[src/rtl/pss_pkg.sv]
package pss_pkg;

    typedef enum logic [2:0] {
        ST_OFF       = 3'd0,
        ST_STEP      = 3'd1,
        ST_WAIT_DLY  = 3'd2,
        ST_WAIT_RAIL = 3'd3,
        ST_ON        = 3'd4
    } seq_state_e;

    typedef enum logic [1:0] {
        MD_FAST  = 2'd0,
        MD_TIMED = 2'd1,
        MD_RAIL  = 2'd2,
        MD_ADAPT = 2'd3
    } wake_mode_e;

endpackage

[src/rtl/pss_timer.sv]
module pss_timer #(
    parameter int W = 12
) (
    input  logic         clk,
    input  logic         rst_n,
    input  logic         load,
    input  logic         run,
    input  logic [W-1:0] load_val,
    output logic         expire
);
    localparam logic [W-1:0] ONE = {{(W-1){1'b0}}, 1'b1};

    logic [W-1:0] cnt_d, cnt_q;

    always_comb begin
        cnt_d = cnt_q;
        if (load) begin
            cnt_d = (load_val == '0) ? ONE : load_val;
        end else if (run && cnt_q > ONE) begin
            cnt_d = cnt_q - ONE;
        end
    end

    always_ff @(posedge clk) begin
        if (!rst_n) cnt_q <= '0;
        else        cnt_q <= cnt_d;
    end

    assign expire = run && (cnt_q <= ONE);

    // a loaded window is never empty
    p_load_nonzero_r4: assert property (@(posedge clk) disable iff (!rst_n)
        $past(load) |-> (cnt_q != '0));

endmodule

[src/rtl/pss_fsm.sv]
module pss_fsm
    import pss_pkg::*;
#(
    parameter int N = 8
) (
    input  logic         clk,
    input  logic         rst_n,
    input  logic         wake_req,
    input  logic         wake_urgent,
    input  logic         sleep_req,
    input  logic [1:0]   mode_sel,
    input  logic         rail_ok,
    input  logic         dly_exp,
    input  logic         wd_exp,
    output logic         dly_load,
    output logic         dly_run,
    output logic         wd_load,
    output logic         wd_run,
    output logic [N-1:0] sw_en,
    output logic         pwr_good,
    output logic         rail_err
);
    localparam int IDX_W = $clog2(N);
    localparam logic [IDX_W-1:0] LAST    = IDX_W'(N - 1);
    localparam logic [IDX_W-1:0] IDX_ONE = IDX_W'(1);
    localparam logic [N-1:0]     EN_ONE  = {{(N-1){1'b0}}, 1'b1};

    typedef struct packed {
        seq_state_e       state;
        wake_mode_e       mode;
        logic [IDX_W-1:0] idx;
        logic [N-1:0]     en;
        logic             good;
        logic             err;
    } seq_t;

    seq_t cur_q, nx_d;

    always_comb begin
        nx_d     = cur_q;
        dly_load = 1'b0;
        wd_load  = 1'b0;
        case (cur_q.state)
            ST_OFF: begin
                if (wake_req) begin
                    nx_d.state = ST_STEP;
                    nx_d.idx   = '0;
                    if (wake_mode_e'(mode_sel) == MD_ADAPT)
                        nx_d.mode = wake_urgent ? MD_FAST : MD_TIMED;
                    else
                        nx_d.mode = wake_mode_e'(mode_sel);
                end
            end
            ST_STEP: begin
                if (cur_q.mode == MD_FAST) begin
                    nx_d.en    = '1;
                    nx_d.state = ST_ON;
                end else begin
                    nx_d.en[cur_q.idx] = 1'b1;
                    if (cur_q.mode == MD_TIMED) begin
                        if (cur_q.idx == LAST) begin
                            nx_d.state = ST_ON;
                        end else begin
                            nx_d.state = ST_WAIT_DLY;
                            dly_load   = 1'b1;
                        end
                    end else begin
                        nx_d.state = ST_WAIT_RAIL;
                        wd_load    = 1'b1;
                    end
                end
            end
            ST_WAIT_DLY: begin
                if (dly_exp) begin
                    nx_d.idx          = cur_q.idx + IDX_ONE;
                    nx_d.en[nx_d.idx] = 1'b1;
                    if (nx_d.idx == LAST) nx_d.state = ST_ON;
                    else                  dly_load   = 1'b1;
                end
            end
            ST_WAIT_RAIL: begin
                if (!cur_q.err) begin
                    if (rail_ok) begin
                        if (cur_q.idx == LAST) begin
                            nx_d.state = ST_ON;
                        end else begin
                            nx_d.idx   = cur_q.idx + IDX_ONE;
                            nx_d.state = ST_STEP;
                        end
                    end else if (wd_exp) begin
                        nx_d.err = 1'b1;
                    end
                end
            end
            ST_ON: begin
                nx_d.good = 1'b1;
            end
            default: nx_d.state = ST_OFF;
        endcase
        if (sleep_req) begin
            nx_d.state = ST_OFF;
            nx_d.idx   = '0;
            nx_d.en    = '0;
            nx_d.good  = 1'b0;
            nx_d.err   = 1'b0;
        end
    end

    always_ff @(posedge clk) begin
        if (!rst_n) begin
            cur_q.state <= ST_OFF;
            cur_q.mode  <= MD_FAST;
            cur_q.idx   <= '0;
            cur_q.en    <= '0;
            cur_q.good  <= 1'b0;
            cur_q.err   <= 1'b0;
        end else begin
            cur_q <= nx_d;
        end
    end

    assign dly_run  = (cur_q.state == ST_WAIT_DLY);
    assign wd_run   = (cur_q.state == ST_WAIT_RAIL) && !cur_q.err;
    assign sw_en    = cur_q.en;
    assign pwr_good = cur_q.good;
    assign rail_err = cur_q.err;

    // reset leaves every output idle
    p_reset_idle_r1: assert property (@(posedge clk)
        !rst_n |=> (sw_en == '0 && !pwr_good && !rail_err));

    // enables are always a contiguous run starting at group 0
    p_thermo_r2: assert property (@(posedge clk) disable iff (!rst_n)
        ((sw_en & (sw_en + EN_ONE)) == '0));

    // stepping policies close at most one group per cycle
    p_one_step_r4: assert property (@(posedge clk) disable iff (!rst_n)
        (cur_q.mode != MD_FAST) |-> ($countones(sw_en & ~$past(sw_en)) <= 1));

    // fast step closes the whole bank on the next edge
    p_fast_all_r3: assert property (@(posedge clk) disable iff (!rst_n)
        (cur_q.state == ST_STEP && cur_q.mode == MD_FAST && !sleep_req) |=> (&sw_en));

    // power-good only with every group on, and only after they were on
    p_good_all_r6: assert property (@(posedge clk) disable iff (!rst_n)
        pwr_good |-> (&sw_en));
    p_good_late_r6: assert property (@(posedge clk) disable iff (!rst_n)
        $rose(pwr_good) |-> $past(&sw_en));

    // sleep clears enables and power-good on the next edge
    p_sleep_drop_r8: assert property (@(posedge clk) disable iff (!rst_n)
        sleep_req |=> (sw_en == '0 && !pwr_good));

    // a raised error freezes the enables until sleep
    p_err_halt_r10: assert property (@(posedge clk) disable iff (!rst_n)
        (rail_err && !sleep_req) |=> ($stable(sw_en) && rail_err));

endmodule

[src/rtl/pwr_switch_seq.sv]
module pwr_switch_seq #(
    parameter int NUM_GROUPS = 8,
    parameter int DLY_W      = 12,
    parameter int TMO_W      = 16
) (
    input  logic                  clk,
    input  logic                  rst_n,
    input  logic                  wake_req,
    input  logic                  wake_urgent,
    input  logic                  sleep_req,
    input  logic [1:0]            mode_sel,
    input  logic [DLY_W-1:0]      step_delay,
    input  logic                  rail_ok,
    input  logic [TMO_W-1:0]      rail_timeout,
    output logic [NUM_GROUPS-1:0] sw_en,
    output logic                  pwr_good,
    output logic                  rail_err
);
    logic dly_load, dly_run, dly_exp;
    logic wd_load, wd_run, wd_exp;

    pss_fsm #(.N(NUM_GROUPS)) u_fsm (
        .clk         (clk),
        .rst_n       (rst_n),
        .wake_req    (wake_req),
        .wake_urgent (wake_urgent),
        .sleep_req   (sleep_req),
        .mode_sel    (mode_sel),
        .rail_ok     (rail_ok),
        .dly_exp     (dly_exp),
        .wd_exp      (wd_exp),
        .dly_load    (dly_load),
        .dly_run     (dly_run),
        .wd_load     (wd_load),
        .wd_run      (wd_run),
        .sw_en       (sw_en),
        .pwr_good    (pwr_good),
        .rail_err    (rail_err)
    );

    pss_timer #(.W(DLY_W)) u_step_tmr (
        .clk      (clk),
        .rst_n    (rst_n),
        .load     (dly_load),
        .run      (dly_run),
        .load_val (step_delay),
        .expire   (dly_exp)
    );

    pss_timer #(.W(TMO_W)) u_rail_wdog (
        .clk      (clk),
        .rst_n    (rst_n),
        .load     (wd_load),
        .run      (wd_run),
        .load_val (rail_timeout),
        .expire   (wd_exp)
    );

endmodule

[config.mk]
export PLATFORM = sky130hd
export DESIGN_NAME = pwr_switch_seq
export DESIGN_NICKNAME = d
export VERILOG_FILES = /design/src/rtl/pss_pkg.sv /design/src/rtl/pss_timer.sv /design/src/rtl/pss_fsm.sv /design/src/rtl/pwr_switch_seq.sv
export SDC_FILE = /design/constraint.sdc
export NUM_CORES = 1
export LEC_CHECK = 0
export ABC_AREA = 1
export BUFFER_PORTS_ARGS = -buffer_cell sky130_fd_sc_hd__buf_4
export CORE_ASPECT_RATIO = 1.25
export CORE_MARGIN = 1
export CORE_UTILIZATION = 35
export CTS_BUF_LIST = sky130_fd_sc_hd__clkbuf_8
export DETAILED_ROUTE_END_ITERATION = 10
export PLACE_DENSITY = 0.61
export SLEW_MARGIN = 20
export SYNTH_ARGS = -nofsm -noshare
export SYNTH_HDL_FRONTEND = slang
export SYNTH_SLANG_ARGS = --single-unit
[constraint.sdc]
create_clock -name clk -period 2.3 [get_ports clk]
set_clock_uncertainty 0.05 [all_clocks]
set_input_delay 0.345 -clock clk [delete_from_list [all_inputs] [get_ports clk]]
set_output_delay 0.345 -clock clk [all_outputs]
set_load 0.01 [all_outputs]
# Word level (Yosys, flattened, before mapping)
# Index checks and enable logic that the tools add are counted.
# W data, S select, Z words.
# totals
output_inout_bits,10
inputBits,36
register_bits,46
# classes
order_cmp,8
n_bitwise,4
n_mux,41
reduce_logical,21
eq_ne,14
n_addsub,3
# op_table
operator,n
$mux W16,3
$mux W12,3
$mux W3,11
$gt A16 B1 Y1 const B,1
$le A16 B1 Y1 const B,1
$logic_not A16 Y1,1
$mux W8,2
$or A8 B8 Y8,2
$pmux W8 S2,1
$sub A16 B1 Y16 const B,1
$pmux W3 S5,1
$mux W1,14
$gt A12 B1 Y1 const B,1
$le A12 B1 Y1 const B,1
$logic_not A12 Y1,1
$ne A2 B2 Y1 const B,6
$reduce_and A6 Y1,2
$sub A12 B1 Y12 const B,1
$mux W11,1
$eq A3 B3 Y1 const B,3
$pmux W3 S3,1
$lt A3 B4 Y1 const B,2
$logic_and A1 B1 Y1,7
$demux W1 S3,2
other kinds (16),22

# Longest topological paths before layout
# Gate-level depths: netlist of run 1.
# logic_depth
ltp_word,8
mapped_depth,13

# By module
# From an unflattened synthesis of run 1, not the netlist that was laid out.
# unflattened
hier_cells,581
area_unflattened_um2,3412.0
# modules_own_cells
mod,instances,area_per_inst_um2,seq_area_each_um2,cells_each
pss_timer at u_rail_wdog,1,1305.0,320.3,228
pss_fsm,1,1191.1,360.3,189
pss_timer at u_step_tmr,1,915.9,240.2,164

# Worst setup path before layout of run 1
# No wires, ideal clock.
# synth_path
path_type,register to register
start,register u_fsm.cur_q[10] (netlist bit)
end,register u_step_tmr.cnt_q[4]
stages_incl_launch_ff,14
slack_ns,0.539
t_required_ns,2.179
path_buffers,2
synth_period_minus_slack_ns,1.761
t_arrival_ns,1.640
path_cell_list,dfxtp_1 -> buf_2 -> clkinv_1 -> ha_1 -> nand2_1 -> inv_1 -> nor2_1 -> nand3_2 -> nand2_4 -> buf_6 -> nand2_1 -> nand2_1 -> inv_1 -> a21oi_1
# synth_via
elab_chain_len,6
elab_cells_between_ends,11
# synth_lines
element,line_no,rtl
from (decl),pss_fsm.sv:37,"seq_t cur_q, nx_d;"
from (signal assigned),pss_fsm.sv:118,cur_q <= nx_d;
$add A3 B1 Y3 / $eq A3 B3 Y1 (equally long branches),"pss_fsm.sv:75, pss_fsm.sv:61",
$eq A3 B3 Y1 / $mux W1 (equally long branches),"pss_fsm.sv:77, pss_fsm.sv:61",
$mux W1 (on tied branches),"pss_fsm.sv:77, pss_fsm.sv:60",
$mux W1 (on tied branches),"pss_fsm.sv:74, pss_fsm.sv:55",
$pmux W1 S2 (*),pss_fsm.sv:43,case (cur_q.state)
$mux W12 / $reduce_bool A2 Y1 (equally long branches),n/a,
to (signal assigned),pss_timer.sv:26,else cnt_q <= cnt_d;
to (decl),pss_timer.sv:13,"logic [W-1:0] cnt_d, cnt_q;"
# Every way passes the cells marked *; elsewhere a longest branch is shown, timed or not.
# A chain may end at the register's enable or synchronous reset.

# Final worst setup path of run 1
# layout_path
start,register u_fsm.cur_q[10] (netlist bit)
end,register u_step_tmr.cnt_q[5]
# Same word-level chain as after synthesis.

==> summary.md, run 1 <==
| Metric | Value |
|---|---|
| Synth Flop Type | dfxtp_1 |
| First-pass GRT wire length | 14000 um |
| CP Capture Type | flip-flop |
| Total CTS buffers | 5 |
| Final core occ | 41.1% |
| Hold Path Sink | u_rail_wdog.cnt_q[0] |
| Hold_sp | rail_timeout[0] |
| Number of port buffers | 45 |
| Cell with the most instances after synthesis | nand2_1 |
| Initial core utilization | 36.2% |
| Commonest cells post-synth | nand2_1 (140), nor2_1 (100), inv_1 (49), dfxtp_1 (46), nand3_1 (35) |
| Power Total | 1.90 mW |
| R2r endpoint | u_step_tmr.cnt_q[5] |
| Leak Pwr | 1.81 nW |
| Core box area | 0.00917 mm^2 |
| Synth Instances | 536 |
| Vias in the first global route | 3119 |
| Critical Path RT | 2.51 ns |
| Worst VDD drop | 0.359 mV |
| Die Ht | 111 um |
| Met1 Usage GRT | 21.0% |
| Max-cap check violation count | 0 |
| Global routing usage on met2 | 32.7% |
| RSZ-0062 raised after global routing | false |
| WL/cell | 12.2 um |
| Dpl ws | 0.298 ns |
| Largest net degree at the start of global routing | 21 |
| Register area share after synthesis | 27.7% |
| M3 GR Usage | 2.31% |
| Clock Tree Buf Depth | 2 |
| Hold WC Path Type | in2reg |
| Layout fillers | 1017 |
| Worst r2r src | u_fsm.cur_q[10] |
| Min Tclk post-route | 2.05 ns |
| Routed Antenna Nets | 0 |
| Antenna diodes | 0 |
| Post-Syn Area per Cell | 6.19 um^2 |
| Max-slew violations | 0 |
| Clock slew seen by the registers of the worst setup and hold paths | 0.09 ns |
| Setup CP Type | reg2reg |
| Post-synth top area share | 27.7% |
| Vias | 3327 |
| Dpl cells | 685 |
| Setup ws final | 0.253 ns |
| Die ar. | 0.00988 mm^2 |
| PwrDens | 503 mW/mm^2 |
| Initial antenna violation count | 0 |
| Worst EP arrival | 2.26 ns |
| Grt total ovfl | 0 |
| Area growth, synth to finish | 13.7% |
| Non-Filler Instances | 693 |
| Placer Congestion | 0.862 |
| Synth unique cells | 34 |
| Worst reg2reg setup slack | 0.25 ns |
| Yosys warnings | 0 |
| Cts-stage hold buffer count | 0 |
| Share of layout cells above drive strength 1 | 16.3% |
| Area leader, netlist | dfxtp_1 |
| Netlist Area Pre-Place | 0.00332 mm^2 |
| Fin crit share | 89.0% |
| Total negative slack | 0 ns |
| Setup Viol. Count Final | 0 |
| Storage element area | 921 um^2 |
| Status | completed |
| TritonRoute pass-1 iters | 4 |
| Max Fanout on Critical Path | 14 |
| WHS Path Cells | 3 |
| Post-synth EDFFs | 0 |
| Area contributors post-synth | dfxtp_1 (28%), nand2_1 (16%), nor2_1 (11%) |
| Synth async-reset ratio | 0% |
| Root buffer cell | clkbuf_8 |
| Multi-input logic area | 0.00202 mm^2 |
| Fin. Hold Viols | 0 |
| Via-per-instance ratio | 4.80 |
| Setup crit start kind | flip-flop |
| Initial DRC Count | 146 |
| # rows | 39 |
| Final #Nets | 612 |
| Worst hold slack | 0.270 ns |
| Drc violations | 0 |
| Syn_nets | 579 |
| Post-route cell area | 0.00377 mm^2 |
| Gr busiest metal | met2 |
| Die X | 89.1 um |
| TritonCTS clock tree | done |
| H-tree depth | 2 |
| Postcts setup bufs | 0 |
| Relative max-transition margin | 68.3% |
| F_max | 489 MHz |
| Total Wirelength | 8420 um |
| FF-to-FF path depth | 11 |
| Worst skew pair latency | 0.31 ns |
| CTS sink count | 46 |
| Post-DP Area | 0.00366 mm^2 |
| Post-CTS Resized | 0 |
| Worst-Margin Slew | 0.475 ns |
| Yosys reg bits | 46 |
| I/O Pins | 46 |
| Post-DP HPWL | 6510 um |
| GRT Util Overall | 17.9% |
-- routing by layer --
metal / vias up / wire [um]
li1: 1764 / -
met4: 0 / 114
met3: 8 / 284
met1: 1491 / 3760
met5: - / 0
met2: 64 / 4270
-- power breakdown --
group	leakage [nW]	switching [mW]	total [mW]	internal (mW)
registers	0.372	0.0249	0.844	0.819
logic	1.38	0.266	0.439	0.173
clock network	0.0579	0.296	0.617	0.321
-- area by class of cell --
type	count	share of cell area, %
Clock buffer	5	1.82
Clock inverter	3	1.06
Inverter	59	5.87
Multi-Input combinational cell	411	53.6
Sequential cell	46	24.4
Tap cell	123	4.08
Timing Repair Buffer	46	9.15
-- worst max-delay path by stage --
stage | from | endpoint | slack (ns) | cells past startpoint
detailed placement | u_fsm.cur_q[10] | u_step_tmr.cnt_q[2] | 0.30 | 11
global placement | u_fsm.cur_q[10] | u_step_tmr.cnt_q[3] | 0.39 | 11
global route | u_fsm.cur_q[10] | u_step_tmr.cnt_q[2] | 0.02 | 11
finish | u_fsm.cur_q[10] | u_step_tmr.cnt_q[5] | 0.25 | 11
CTS | u_fsm.cur_q[10] | u_step_tmr.cnt_q[2] | 0.30 | 11
floorplan | u_fsm.cur_q[10] | u_step_tmr.cnt_q[4] | 0.54 | 13
-- worst max-delay path, stage by stage, from the launching register on --
cell and delay [ns]:
dfxtp_1 0.51, clkinv_1 0.29, ha_1 0.28, nand2_1 0.06, inv_1 0.04, nor2_1 0.13
nand3_2 0.14, nand2_4 0.18, nand3_1 0.10, nand3_1 0.10, nand2_1 0.07, inv_1 0.06
-- cells in the final DEF (no fill, tap or decap), types with 5 or more instances in the layout --
cell / instances
o21ai_0: 29
inv_1: 49
nor3_1: 7
inv_2: 6
ha_1: 7
o21ai_2: 5
buf_4: 46
nand3_1: 35
dfxtp_1: 46
nand2_4: 5
xor2_1: 6
nor2_1: 100
clkbuf_8: 5
a21oi_1: 29
nand4_1: 9
o21ai_1: 5
nand2_1: 140
nand2_2: 6
-- flip-flops by register name, summed over array words and instances (netlist names) --
register and count:
u_rail_wdog.cnt_q 16, u_step_tmr.cnt_q 12, u_fsm.cur_q 8, u_fsm.rail_err 1, u_fsm.pwr_good 1, u_fsm.sw_en 8
-- cells by family after synthesis --
group	count (synthesis)	synth area share (%)
flops	46	27.7
buf+inv	79	11.3
fa+ha+maj	7	2.64
mux	1	0.302
xor+xnor	10	2.64
simple gates	319	43.1
compound gates	74	12.3
Power figures use the tool's default switching activity.
==> run 2, diff against run 1 <==
GPL_TIMING_DRIVEN = 0   (was default)
REMOVE_ABC_BUFFERS = 1   (was default)
==> run 2 against run 1 <==
Combinational power decreased by 0.9%; total power is 0.22% lower; final cell count shrank 0.14%; wire length is 4.5% lower; sequential share of layout area is essentially flat; global-route usage shrank 0.62 points; clock power is essentially flat; highest routed layer unchanged.
==> summary.md, run 2 (synthesized netlist as in run 1, its figures left out) <==
| Metric | Value |
|---|---|
| Max-slew violations | 0 (unchanged) |
| Final #Nets | 611 (-0.16%) |
| Via-per-instance ratio | 4.79 (-0.22%) |
| Post-DP Area | 0.00366 mm^2 (-0.20%) |
| Total Wirelength | 8040 um (-4.5%) |
| Die ar. | 0.00988 mm^2 (unchanged) |
| Routed Antenna Nets | 0 (unchanged) |
| Setup CP Type | reg2reg |
| Final core occ | 41.1% (about the same) |
| Setup crit start kind | flip-flop |
| TritonRoute pass-1 iters | 4 (unchanged) |
| Worst skew pair latency | 0.31 ns (about the same) |
| Largest net degree at the start of global routing | 21 (unchanged) |
| Power Total | 1.90 mW (-0.22%) |
| Hold WC Path Type | in2reg |
| Core box area | 0.00917 mm^2 (unchanged) |
| Leak Pwr | 1.80 nW (-0.41%) |
| Most frequent cells in the layout | nand2_1 (140), nor2_1 (100), inv_1 (50) |
| CTS sink count | 46 (unchanged) |
| CP Capture Type | flip-flop |
| Critical Path RT | 2.51 ns (about the same) |
| Worst r2r src | u_fsm.cur_q[10] |
| Most common cell after layout, fill and taps aside | nand2_1 |
| Initial DRC Count | 147 (+0.68%) |
| Hold_sp | rail_timeout[0] |
| Status | completed |
| PwrDens | 503 mW/mm^2 (-0.16%) |
| Initial antenna violation count | 0 (unchanged) |
| GRT Util Overall | 17.3% (-0.62 points) |
| Family with the most delay on the worst path | simple AND/OR/NAND/NOR gates |
| Root buffer cell | clkbuf_8 |
| Placer Congestion | 0.837 (-3.0%) |
| Max Fanout on Critical Path | 14 (unchanged) |
| Worst VDD drop | 0.231 mV (-35%) |
| Setup Viol. Count Final | 0 (unchanged) |
| Drc violations | 0 (unchanged) |
| WL/cell | 11.6 um (-4.4%) |
| First-pass GRT wire length | 13600 um (-2.5%) |
| Max reg flops | 16 (unchanged) |
| CP Cell Sequence | clkinvlp_4 -> ha_1 -> nand2_1 -> inv_1 -> nor2_1 -> nand3_2 -> nand2_4 -> nand3_1 -> nand3_1 -> nand2_1 -> inv_1 |
| Reg with most FFs | u_rail_wdog.cnt_q |
| Worst-Margin Slew | 0.651 ns (+0.176 ns) |
| F_max | 482 MHz (-1.3%) |
| I/O Pins | 46 (unchanged) |
| Worst Path Buf+Inv | 3 (unchanged) |
| Min Tclk post-route | 2.07 ns (+0.0268 ns) |
| Share of layout cells above drive strength 1 | 16.2% (-0.15 points) |
| Cts-stage hold buffer count | 0 (unchanged) |
| Die Ht | 111 um (unchanged) |
| Max-cap check violation count | 0 (unchanged) |
| Biggest regs | u_rail_wdog.cnt_q: 16 flops, u_step_tmr.cnt_q: 12 flops |
| RSZ-0062 raised after global routing | false |
| Area growth, synth to finish | 13.6% (about the same) |
| Number of port buffers | 45 (unchanged) |
| Antenna diodes | 0 (unchanged) |
| TritonCTS clock tree | done |
| Post-DP HPWL | 6180 um (-5.1%) |
| H-tree depth | 2 (unchanged) |
| Total CTS buffers | 5 (unchanged) |
| Worst setup path start | u_fsm.cur_q[10] |
| Relative max-transition margin | 56.3% (-12 points) |
| Vias in the first global route | 3136 (+0.55%) |
| Fin. Hold Viols | 0 (unchanged) |
| Worst EP arrival | 2.29 ns (+0.03 ns) |
| Initial core utilization | 36.2% (unchanged) |
| Post-route cell area | 0.00377 mm^2 (about the same) |
| Worst path slowest cell | dfxtp_1 |
| # rows | 39 (unchanged) |
| Clock slew seen by the registers of the worst setup and hold paths | 0.09 ns (about the same) |
| Fin crit share | 90.2% (+1.2 points) |
| Total negative slack | 0 ns (unchanged) |
| Die X | 89.1 um (unchanged) |
| CP max stage delay | 0.56 ns (+0.05 ns) |
| Vias | 3315 (-0.36%) |
| Grt total ovfl | 0 (unchanged) |
| Clock Tree Buf Depth | 2 (unchanged) |
==> run 2: where the power goes <==
group	switching (mW)	internal [mW]	leakage, nW
Clock	0.296	0.320	0.0556
Combinational	0.263	0.172	1.37
Sequential	0.0254	0.819	0.372
Total	0.585	1.31	1.80
==> run 2: layer usage <==
metal	vias up	GRT usage [%]	part of all wire [%]
li1	1757	-	-
met1	1469	20.2	44
met2	71	30.9	50
met3	18	2.76	3.1
met4	0	6.14	2.4
met5	-	0	0
==> run 2: final timing paths <==
check / to / slack, ns / depth (start not counted)
hold / removal: u_rail_wdog.cnt_q[0] / 0.26 / 3
setup / recovery: u_step_tmr.cnt_q[5] / 0.23 / 11
hold reg to reg: u_fsm.pwr_good / 0.42 / 2
setup reg to reg: u_step_tmr.cnt_q[5] / 0.23 / 11
==> run 2: final cells by class <==
class	count	area [um^2]
clock buffers	5	68.8
clock inverters	3	41.3
fillers	1028	5400
inverters	59	225
multi-input cells	411	2020
flip-flops and latches	46	921
well taps	123	154
repair buffers	45	338
==> run 2: worst register-to-register path, cell delays in order, from the launching register on <==
cell and delay [ns]:
dfxtp_1 0.56, clkinvlp_4 0.27, ha_1 0.26, nand2_1 0.07, inv_1 0.05, nor2_1 0.13
nand3_2 0.14, nand2_4 0.18, nand3_1 0.12, nand3_1 0.12, nand2_1 0.05, inv_1 0.04
==> run 2: per-stage QoR <==
| stage | std cells | setup slack (ns) | hold slack, ns |
|---|---|---|---|
| 6_report | 692 | 0.226 | 0.256 |
| 5_1_grt | 692 | 0.0241 | 0.273 |
| 4_1_cts | 692 | 0.201 | 0.251 |
| 3_5_place_dp | 684 | 0.200 | 0.406 |
| 3_3_place_gp | 684 | 0.223 | 0.395 |
| 2_1_floorplan | 516 | 0.572 | 0.393 |
==> run 2: repair_timing <==
item	CTS	global route
endpoints found under the setup margin	0	2
resized for setup	0	1
setup buffers	0	0
